$ cat src/rtl/combo_pkg.sv
package combo_pkg;

  // Order matches the packing {flash_sel_n, sram_sel_n, out_en_n, wr_en_n}
  typedef struct packed {
    logic flash_n;
    logic sram_n;
    logic oe_n;
    logic we_n;
  } strobe_t;

  localparam int STROBE_W = $bits(strobe_t);

endpackage

$ cat src/rtl/sample_pipe.sv
module sample_pipe #(
  parameter int           W       = 4,
  parameter logic [W-1:0] RST_VAL = '0
) (
  input  logic         clk,
  input  logic         rst_n,
  input  logic [W-1:0] d,
  output logic [W-1:0] q
);

  logic [W-1:0] st1_q, st2_q;
  logic [W-1:0] st1_d, st2_d;

  always_comb begin
    st1_d = d;
    st2_d = st1_q;
  end

  always_ff @(posedge clk or negedge rst_n) begin
    if (!rst_n) begin
      st1_q <= RST_VAL;
      st2_q <= RST_VAL;
    end else begin
      st1_q <= st1_d;
      st2_q <= st2_d;
    end
  end

  assign q = st2_q;

endmodule

$ cat src/rtl/wr_window.sv
module wr_window #(
  parameter int AW        = 6,
  parameter int DW        = 8,
  parameter int MIN_PULSE = 3
) (
  input  logic          clk,
  input  logic          rst_n,
  input  logic          win_now,
  input  logic          abort_now,
  input  logic [AW-1:0] addr_s,
  input  logic [DW-1:0] data_s,
  output logic          commit,
  output logic [AW-1:0] commit_addr,
  output logic [DW-1:0] commit_data,
  output logic          wr_err
);

  localparam int CW = $clog2(MIN_PULSE + 1);
  localparam logic [CW-1:0] CNT_MAX = CW'(MIN_PULSE);

  logic          win_q;
  logic [CW-1:0] cnt_q, cnt_d;
  logic          end_now, long_enough;
  logic          commit_q, commit_d;
  logic          err_q, err_d;
  logic [AW-1:0] addr_q;
  logic [DW-1:0] data_q;

  always_comb begin
    cnt_d = cnt_q;
    if (win_now) begin
      if (cnt_q != CNT_MAX) cnt_d = CW'(cnt_q + 1'b1);
    end else begin
      cnt_d = '0;
    end
    end_now     = win_q && !win_now;
    long_enough = (cnt_q >= CNT_MAX);
    commit_d    = end_now && !abort_now && long_enough;
    err_d       = end_now && !abort_now && !long_enough;
  end

  always_ff @(posedge clk or negedge rst_n) begin
    if (!rst_n) begin
      win_q    <= 1'b0;
      cnt_q    <= '0;
      commit_q <= 1'b0;
      err_q    <= 1'b0;
      addr_q   <= '0;
      data_q   <= '0;
    end else begin
      win_q    <= win_now;
      cnt_q    <= cnt_d;
      commit_q <= commit_d;
      err_q    <= err_d;
      if (commit_d) begin
        addr_q <= addr_s;
        data_q <= data_s;
      end
    end
  end

  assign commit      = commit_q;
  assign commit_addr = addr_q;
  assign commit_data = data_q;
  assign wr_err      = err_q;

  // a window ends either in a commit or in an error, never both
  assert_commit_err_excl_R7: assert property (@(posedge clk) disable iff (!rst_n)
    $onehot0({commit, wr_err}));
  assert_err_single_R7: assert property (@(posedge clk) disable iff (!rst_n)
    wr_err |=> !wr_err);
  assert_commit_single_R6: assert property (@(posedge clk) disable iff (!rst_n)
    commit |=> !commit);
  assert_commit_after_close_R6: assert property (@(posedge clk) disable iff (!rst_n)
    commit |-> !$past(win_now));

endmodule

$ cat src/rtl/sram_bank.sv
module sram_bank #(
  parameter int SRAM_AW = 5,
  parameter int ADDR_W  = 6,
  parameter int DW      = 8
) (
  input  logic              clk,
  input  logic              wr,
  input  logic [ADDR_W-1:0] wr_addr,
  input  logic [DW-1:0]     wr_data,
  input  logic [ADDR_W-1:0] rd_addr,
  output logic [DW-1:0]     rd_data
);

  localparam int DEPTH = 1 << SRAM_AW;

  logic [DW-1:0] mem_q [DEPTH];
  logic          wr_hit, rd_hit;

  generate
    if (ADDR_W > SRAM_AW) begin : g_upper
      assign wr_hit = (wr_addr[ADDR_W-1:SRAM_AW] == '0);
      assign rd_hit = (rd_addr[ADDR_W-1:SRAM_AW] == '0);
    end else begin : g_flat
      assign wr_hit = 1'b1;
      assign rd_hit = 1'b1;
    end
  endgenerate

  always_ff @(posedge clk) begin
    if (wr && wr_hit) mem_q[wr_addr[SRAM_AW-1:0]] <= wr_data;
  end

  always_comb begin
    rd_data = rd_hit ? mem_q[rd_addr[SRAM_AW-1:0]] : '0;
  end

endmodule

$ cat src/rtl/flash_bank.sv
module flash_bank #(
  parameter int AW = 6,
  parameter int DW = 8
) (
  input  logic          clk,
  input  logic          pre_wr,
  input  logic [AW-1:0] pre_addr,
  input  logic [DW-1:0] pre_data,
  input  logic [AW-1:0] rd_addr,
  output logic [DW-1:0] rd_data
);

  localparam int DEPTH = 1 << AW;

  logic [DW-1:0] arr_q [DEPTH];

  always_ff @(posedge clk) begin
    if (pre_wr) arr_q[pre_addr] <= pre_data;
  end

  always_comb begin
    rd_data = arr_q[rd_addr];
  end

endmodule

$ cat src/rtl/combo_mem_bus.sv
module combo_mem_bus
  import combo_pkg::*;
#(
  parameter int DATA_W    = 8,
  parameter int FLASH_AW  = 6,
  parameter int SRAM_AW   = 5,
  parameter int MIN_PULSE = 3
) (
  input  logic                clk,
  input  logic                rst_n,
  input  logic [FLASH_AW-1:0] addr,
  input  logic                flash_sel_n,
  input  logic                sram_sel_n,
  input  logic                out_en_n,
  input  logic                wr_en_n,
  input  logic [DATA_W-1:0]   din,
  input  logic                flash_busy,
  input  logic                pre_we,
  input  logic [FLASH_AW-1:0] pre_addr,
  input  logic [DATA_W-1:0]   pre_data,
  output logic [DATA_W-1:0]   dout,
  output logic                dout_en,
  output logic                standby,
  output logic                wr_err
);

  localparam int BUS_W = FLASH_AW + DATA_W;

  // Reset: asynchronous assert, synchronous release
  logic rst_meta_q, rst_sync_n;
  always_ff @(posedge clk or negedge rst_n) begin
    if (!rst_n) begin
      rst_meta_q <= 1'b0;
      rst_sync_n <= 1'b0;
    end else begin
      rst_meta_q <= 1'b1;
      rst_sync_n <= rst_meta_q;
    end
  end

  // Synchronized strobes (inactive high) and matching address/data samples
  logic [STROBE_W-1:0] strb_q;
  strobe_t             s_cur;
  logic [BUS_W-1:0]    bus_q;
  logic [FLASH_AW-1:0] addr_s;
  logic [DATA_W-1:0]   data_s;

  sample_pipe #(.W(STROBE_W), .RST_VAL({STROBE_W{1'b1}})) u_strobe_pipe (
    .clk   (clk),
    .rst_n (rst_sync_n),
    .d     ({flash_sel_n, sram_sel_n, out_en_n, wr_en_n}),
    .q     (strb_q)
  );

  sample_pipe #(.W(BUS_W), .RST_VAL({BUS_W{1'b0}})) u_bus_pipe (
    .clk   (clk),
    .rst_n (rst_sync_n),
    .d     ({addr, din}),
    .q     (bus_q)
  );

  assign s_cur  = strobe_t'(strb_q);
  assign addr_s = bus_q[BUS_W-1:DATA_W];
  assign data_s = bus_q[DATA_W-1:0];

  // Bank arbitration: flash enable dominates
  logic flash_sel, sram_sel, rd_ok, flash_rd, sram_rd;
  logic win_now, abort_now;

  always_comb begin
    flash_sel = !s_cur.flash_n;
    sram_sel  = !s_cur.sram_n && s_cur.flash_n;
    rd_ok     = !s_cur.oe_n && s_cur.we_n;
    flash_rd  = rd_ok && flash_sel && !flash_busy;
    sram_rd   = rd_ok && sram_sel;
    win_now   = sram_sel && !s_cur.we_n;
    abort_now = flash_sel;
  end

  // RAM write window
  logic                commit;
  logic [FLASH_AW-1:0] commit_addr;
  logic [DATA_W-1:0]   commit_data;

  wr_window #(.AW(FLASH_AW), .DW(DATA_W), .MIN_PULSE(MIN_PULSE)) u_window (
    .clk         (clk),
    .rst_n       (rst_sync_n),
    .win_now     (win_now),
    .abort_now   (abort_now),
    .addr_s      (addr_s),
    .data_s      (data_s),
    .commit      (commit),
    .commit_addr (commit_addr),
    .commit_data (commit_data),
    .wr_err      (wr_err)
  );

  // Banks
  logic [DATA_W-1:0] sram_rd_data, flash_rd_data;
  logic              pre_ok;

  sram_bank #(.SRAM_AW(SRAM_AW), .ADDR_W(FLASH_AW), .DW(DATA_W)) u_sram (
    .clk     (clk),
    .wr      (commit),
    .wr_addr (commit_addr),
    .wr_data (commit_data),
    .rd_addr (addr_s),
    .rd_data (sram_rd_data)
  );

  assign pre_ok = pre_we && standby;

  flash_bank #(.AW(FLASH_AW), .DW(DATA_W)) u_flash (
    .clk      (clk),
    .pre_wr   (pre_ok),
    .pre_addr (pre_addr),
    .pre_data (pre_data),
    .rd_addr  (addr_s),
    .rd_data  (flash_rd_data)
  );

  // Output stage
  logic [DATA_W-1:0] dout_d;
  logic              dout_en_d, standby_d;

  always_comb begin
    dout_en_d = flash_rd || sram_rd;
    standby_d = s_cur.flash_n && s_cur.sram_n;
    if (flash_rd)     dout_d = flash_rd_data;
    else if (sram_rd) dout_d = sram_rd_data;
    else              dout_d = '0;
  end

  always_ff @(posedge clk or negedge rst_sync_n) begin
    if (!rst_sync_n) begin
      dout    <= '0;
      dout_en <= 1'b0;
      standby <= 1'b1;
    end else begin
      dout    <= dout_d;
      dout_en <= dout_en_d;
      standby <= standby_d;
    end
  end

  // Cycles since reset release, so that $past never reaches before reset
  logic [2:0] age_q;
  logic       age_ok;
  always_ff @(posedge clk or negedge rst_sync_n) begin
    if (!rst_sync_n)        age_q <= '0;
    else if (age_q != 3'd7) age_q <= age_q + 3'd1;
  end
  assign age_ok = (age_q == 3'd7);

  assert_hiz_oe_high_R3: assert property (@(posedge clk) disable iff (!rst_sync_n)
    (age_ok && $past(out_en_n, 3)) |-> !dout_en);
  assert_standby_match_R2: assert property (@(posedge clk) disable iff (!rst_sync_n)
    age_ok |-> (standby == ($past(flash_sel_n, 3) && $past(sram_sel_n, 3))));
  assert_flash_wins_R4: assert property (@(posedge clk) disable iff (!rst_sync_n)
    (age_ok && !$past(flash_sel_n, 3) && !$past(out_en_n, 3) && $past(wr_en_n, 3)
     && !$past(flash_busy, 1)) |-> dout_en);
  assert_busy_blocks_flash_R10: assert property (@(posedge clk) disable iff (!rst_sync_n)
    (age_ok && !$past(flash_sel_n, 3) && $past(flash_busy, 1)) |-> !dout_en);

endmodule

$ cat config.mk
export PLATFORM = sky130hd
export DESIGN_NAME = combo_mem_bus
export DESIGN_NICKNAME = d
export VERILOG_FILES = /design/src/rtl/combo_pkg.sv /design/src/rtl/sample_pipe.sv /design/src/rtl/wr_window.sv /design/src/rtl/sram_bank.sv /design/src/rtl/flash_bank.sv /design/src/rtl/combo_mem_bus.sv
export SDC_FILE = /design/constraint.sdc
export NUM_CORES = 1
export LEC_CHECK = 0
export ABC_CLOCK_PERIOD_IN_PS = 4350
export BUFFER_PORTS_ARGS = -buffer_cell sky130_fd_sc_hd__buf_2
export CAP_MARGIN = 20
export CORE_ASPECT_RATIO = 0.8
export CORE_MARGIN = 2
export CORE_UTILIZATION = 45
export CTS_CLUSTER_SIZE = 16
export DETAILED_ROUTE_END_ITERATION = 10
export GPL_TIMING_DRIVEN = 0
export MAX_ROUTING_LAYER = met4
export PLACE_DENSITY_LB_ADDON = 0.15
export SETUP_SLACK_MARGIN = 0.05
export SKIP_LAST_GASP = 1
export SLEW_MARGIN = 20
export SYNTH_ARGS = -nofsm -noshare
export SYNTH_HDL_FRONTEND = slang
export SYNTH_HIERARCHICAL = 1
export SYNTH_SLANG_ARGS = --single-unit
$ cat constraint.sdc
create_clock -name clk -period 4.35 [get_ports clk]
set_clock_uncertainty 0.15 [all_clocks]
set_input_delay 0.2175 -clock clk [delete_from_list [all_inputs] [get_ports clk]]
set_output_delay 0.2175 -clock clk [all_outputs]
set_load 0.02 [all_outputs]
==> flow_metrics.env <==
export IMPL_run_status="finished clean"
export IMPL_drc=0
export IMPL_hold_depth=1
export IMPL_ys_seq_area_share_pct=76.9
export IMPL_crit_chain="buf_2 > buf_4 > clkbuf_1 > buf_2 > o221ai_1 > o21a_1 > o41ai_1 > a22o_1"
export IMPL_cts_setup_buffers=0
export IMPL_io_buffers=42
export IMPL_worstMarginPinSlew_ps=1090
export IMPL_ys_flop_type="edfxtp_1"
export IMPL_start_util_pct=45.6
export IMPL_hpwl_um=50400
export IMPL_synthSimpleGateAreaFrac_pct=3.36
export IMPL_dieArea_um2=73700
export IMPL_power_density_nw_per_um2=448
export IMPL_syn_nets=1534
export IMPL_ys_types=58
export IMPL_placed_area_um2=33700
export IMPL_synth_top_family_by_area="multiplexers"
export IMPL_hold_viol=0
export IMPL_worstPathRequired_ps=4750
export IMPL_first_global_vias=15860
export IMPL_async_reset_ff_share_pct=8.02
export IMPL_yosys_area_top_type="edfxtp_1"
export IMPL_layout_nets=1690
export IMPL_cts_buffers_inserted=85
export IMPL_drt_iter0_drc=1827
export IMPL_synth_seq_cells=835
export IMPL_synth_top_area_share_pct=71.6
export IMPL_cts_buffer_depth=3
export IMPL_grt_pass1_wl_um=112000
export IMPL_ios=47
export IMPL_postCtsResizedCells=0
export IMPL_synthTopCellsByArea="edfxtp_1 (72%), mux4_2 (13%), dfrtp_1 (4.5%), mux2i_1 (1.4%), nor2_1 (1.4%)"
export IMPL_timing_slew_headroom_pct=27.2
export IMPL_avgSynthCellArea_um2=21.5
export IMPL_die_h_um=243
export IMPL_synth_compound_area_share_pct=2.08
export IMPL_tns_ps=0
export IMPL_drt_vias_per_instance=5.93
export IMPL_min_path_type="in -> reg"
export IMPL_cp_start_kind="flip-flop"
export IMPL_period_minus_slack_ps=4110
export IMPL_track_usage_pct=22.2
export IMPL_synth_xor_area_share_pct=0.0272
export IMPL_drive_gt1_share_pct=26.2
export IMPL_postLayoutSetupSlackWorst_ps=237
export IMPL_synth_cells=1497
export IMPL_worstPathArrival_ps=4520
export IMPL_final_core_util_pct=51.7
export IMPL_peakVddDrop_v=0.000360
export IMPL_row_count=87
export IMPL_gp_congestion=0.888
export IMPL_dp_slack_ps=213
export IMPL_synthMuxAreaShare_pct=16.0
export IMPL_dieWidth_um=303
export IMPL_cts_root_buf="clkbuf_16"
export IMPL_via_count=15758
export IMPL_design_power_total_mw=16.4
export IMPL_worst_setup_path_type="reg -> reg"
export IMPL_clock_sinks=835
export IMPL_drt_pass1_iter_count=6
export IMPL_leakage_nw=12.4
export IMPL_maxCapViolCount=0
export IMPL_fmax_ghz=0.243
export IMPL_synth_yosys_warnings=6
export IMPL_cts_tree="built"
export IMPL_critPathMaxStageDelay_ps=790
export IMPL_finalSetupViolCount=0
export IMPL_synthAdderAreaFrac_pct=0.0389
export IMPL_crit_fanout=10
export IMPL_synth_edff_count=768
export IMPL_slowest_stage="o41ai_1"
export IMPL_antenna_found_initial=5
export IMPL_netlist_area_um2=32200
export IMPL_crit_path_end_kind="flip-flop"
export IMPL_coreArea_um2=70600
export IMPL_rr_worst_depth=8
export IMPL_fin_cells=2659
export IMPL_timing_final_max_slew_violations=0
export IMPL_grt_max_degree=65
export IMPL_cpMostUsedCell="buf_2"
export IMPL_grt_overflow_total=0
export IMPL_regToRegSetupSlack_ps=240
export IMPL_area_delta_synth_final_pct=13.5
export IMPL_ctsHoldBuffers=24
export IMPL_dp_cells=2476
export IMPL_path_clk_slew_ps=60
export IMPL_fin_area_um2=36500
export IMPL_htreeDepth=3
export IMPL_ant_nets=0
export IMPL_hold_slack_ps=4.43
export IMPL_grt_setup_unrepaired="false"
export IMPL_clkLatencyLatePin_ps=640
export IMPL_routed_wl_um=77600
export IMPL_min_period_over_period_pct=94.5
export IMPL_wl_per_cell_um=29.2
[layout by cell type, fill, tap and decap left out, types with 4 or more instances in the layout]
cell,count
nand3b_1,6
clkinv_2,13
dfstp_2,9
dfrtp_1,49
nand2_1,29
a221oi_1,6
clkinv_1,13
edfxtp_1,768
and3_1,5
o211ai_1,5
inv_6,4
nand2b_1,8
nand3_1,14
buf_12,8
o221ai_1,8
buf_2,58
mux2_2,21
nor3_1,6
clkinvlp_4,4
clkbuf_1,46
and2_1,4
dfrtp_2,8
a22oi_1,11
buf_1,6
o22ai_1,8
dlygate4sd3_1,24
nor2_1,119
a31oi_1,4
a211oi_1,4
a21oi_1,8
mux2i_1,45
mux4_1,10
clkbuf_16,87
mux2_4,9
buf_6,8
nor2b_1,18
mux4_2,180
buf_4,22
a22o_1,8
clkbuf_8,4
[Yosys cell counts, drive strengths merged (9+ instances only)]
| library cell | number |
|---|---|
| nor2b | 18 |
| a22oi | 11 |
| nand3 | 14 |
| dfstp | 9 |
| mux2 | 30 |
| mux4 | 190 |
| edfxtp | 768 |
| buf | 57 |
| dfrtp | 58 |
| mux2i | 45 |
| nor2 | 119 |
| clkbuf | 20 |
| nand2 | 29 |
[registers in the layout, summed over array words and instances, names as in the netlist]
| signal | flops |
|---|---|
| u_flash/arr_q | 512 |
| u_sram/mem_q | 256 |
| u_bus_pipe/q | 14 |
| u_bus_pipe/st1_q | 14 |
| dout | 8 |
| u_window/commit_data | 8 |
| u_window/commit_addr | 6 |
| u_strobe_pipe/q | 4 |
| u_strobe_pipe/st1_q | 4 |
| u_window/cnt_q | 2 |
| dout_en | 1 |
| rst_meta_q | 1 |
| rst_sync_n | 1 |
| standby | 1 |
| u_window/commit | 1 |
| u_window/win_q | 1 |
| u_window/wr_err | 1 |
[report_power, final]
part,total [mW],internal (mW),switching (mW),leakage (nW)
logic,0.700,0.263,0.437,2.77
clock network,6.90,3.90,3.00,1.28
registers,8.79,8.76,0.0294,8.34
[final cells by class]
cell class              instances  area, um^2
flip-flops and latches        835       24800
plain buffers                  77         518
multi-input cells             583        6930
diodes                          3        7.51
clock buffers                 117        2330
clock inverters                39         299
fillers                      5512       34100
repair buffers                 69         526
well taps                     934        1170
inverters                       2        7.51
[metal layers]
metal	global-route usage [%]	vias up	wire length (um)
met5	-	-	0
met4	5.75	0	1850
met3	5.30	129	6920
met2	30.6	668	33900
met1	33.5	8430	34900
li1	-	6531	-
[cells by family (layout without fill, tap and decap cells)]
logic type               count (synthesis)  after routing
other                                    1              4
flip-flops                             835            835
XOR/XNOR                                 1              1
AO/OA/AOI/OAI                           87             87
adder cells (fa/ha/maj)                  1              1
buffers and inverters                   79            304
multiplexers                           265            265
AND/OR/NAND/NOR                        228            228
[worst max-delay path: cells and delay by family (launching register included)]
family | cells | cell delay [ps]
compound gates | 4 | 1470
buf+inv | 4 | 1880
flops | 1 | 510
[worst paths after layout]
path,from,to
setup / recovery,u_bus_pipe/q[10]$_DFF_PN0_,dout[3]$_DFF_PN0_
hold / removal,pre_data[6],u_flash/arr_q[8][6]$_DFFE_PP_
setup reg to reg,u_bus_pipe/q[10]$_DFF_PN0_,dout[3]$_DFF_PN0_
hold reg to reg,rst_sync_n$_DFF_PN0_,u_bus_pipe/st1_q[7]$_DFF_PN0_
max in group asynchronous,rst_sync_n$_DFF_PN0_,standby$_DFF_PN1_
min in group asynchronous,rst_sync_n$_DFF_PN0_,u_bus_pipe/st1_q[7]$_DFF_PN0_
Power figures use the tool's default switching activity.
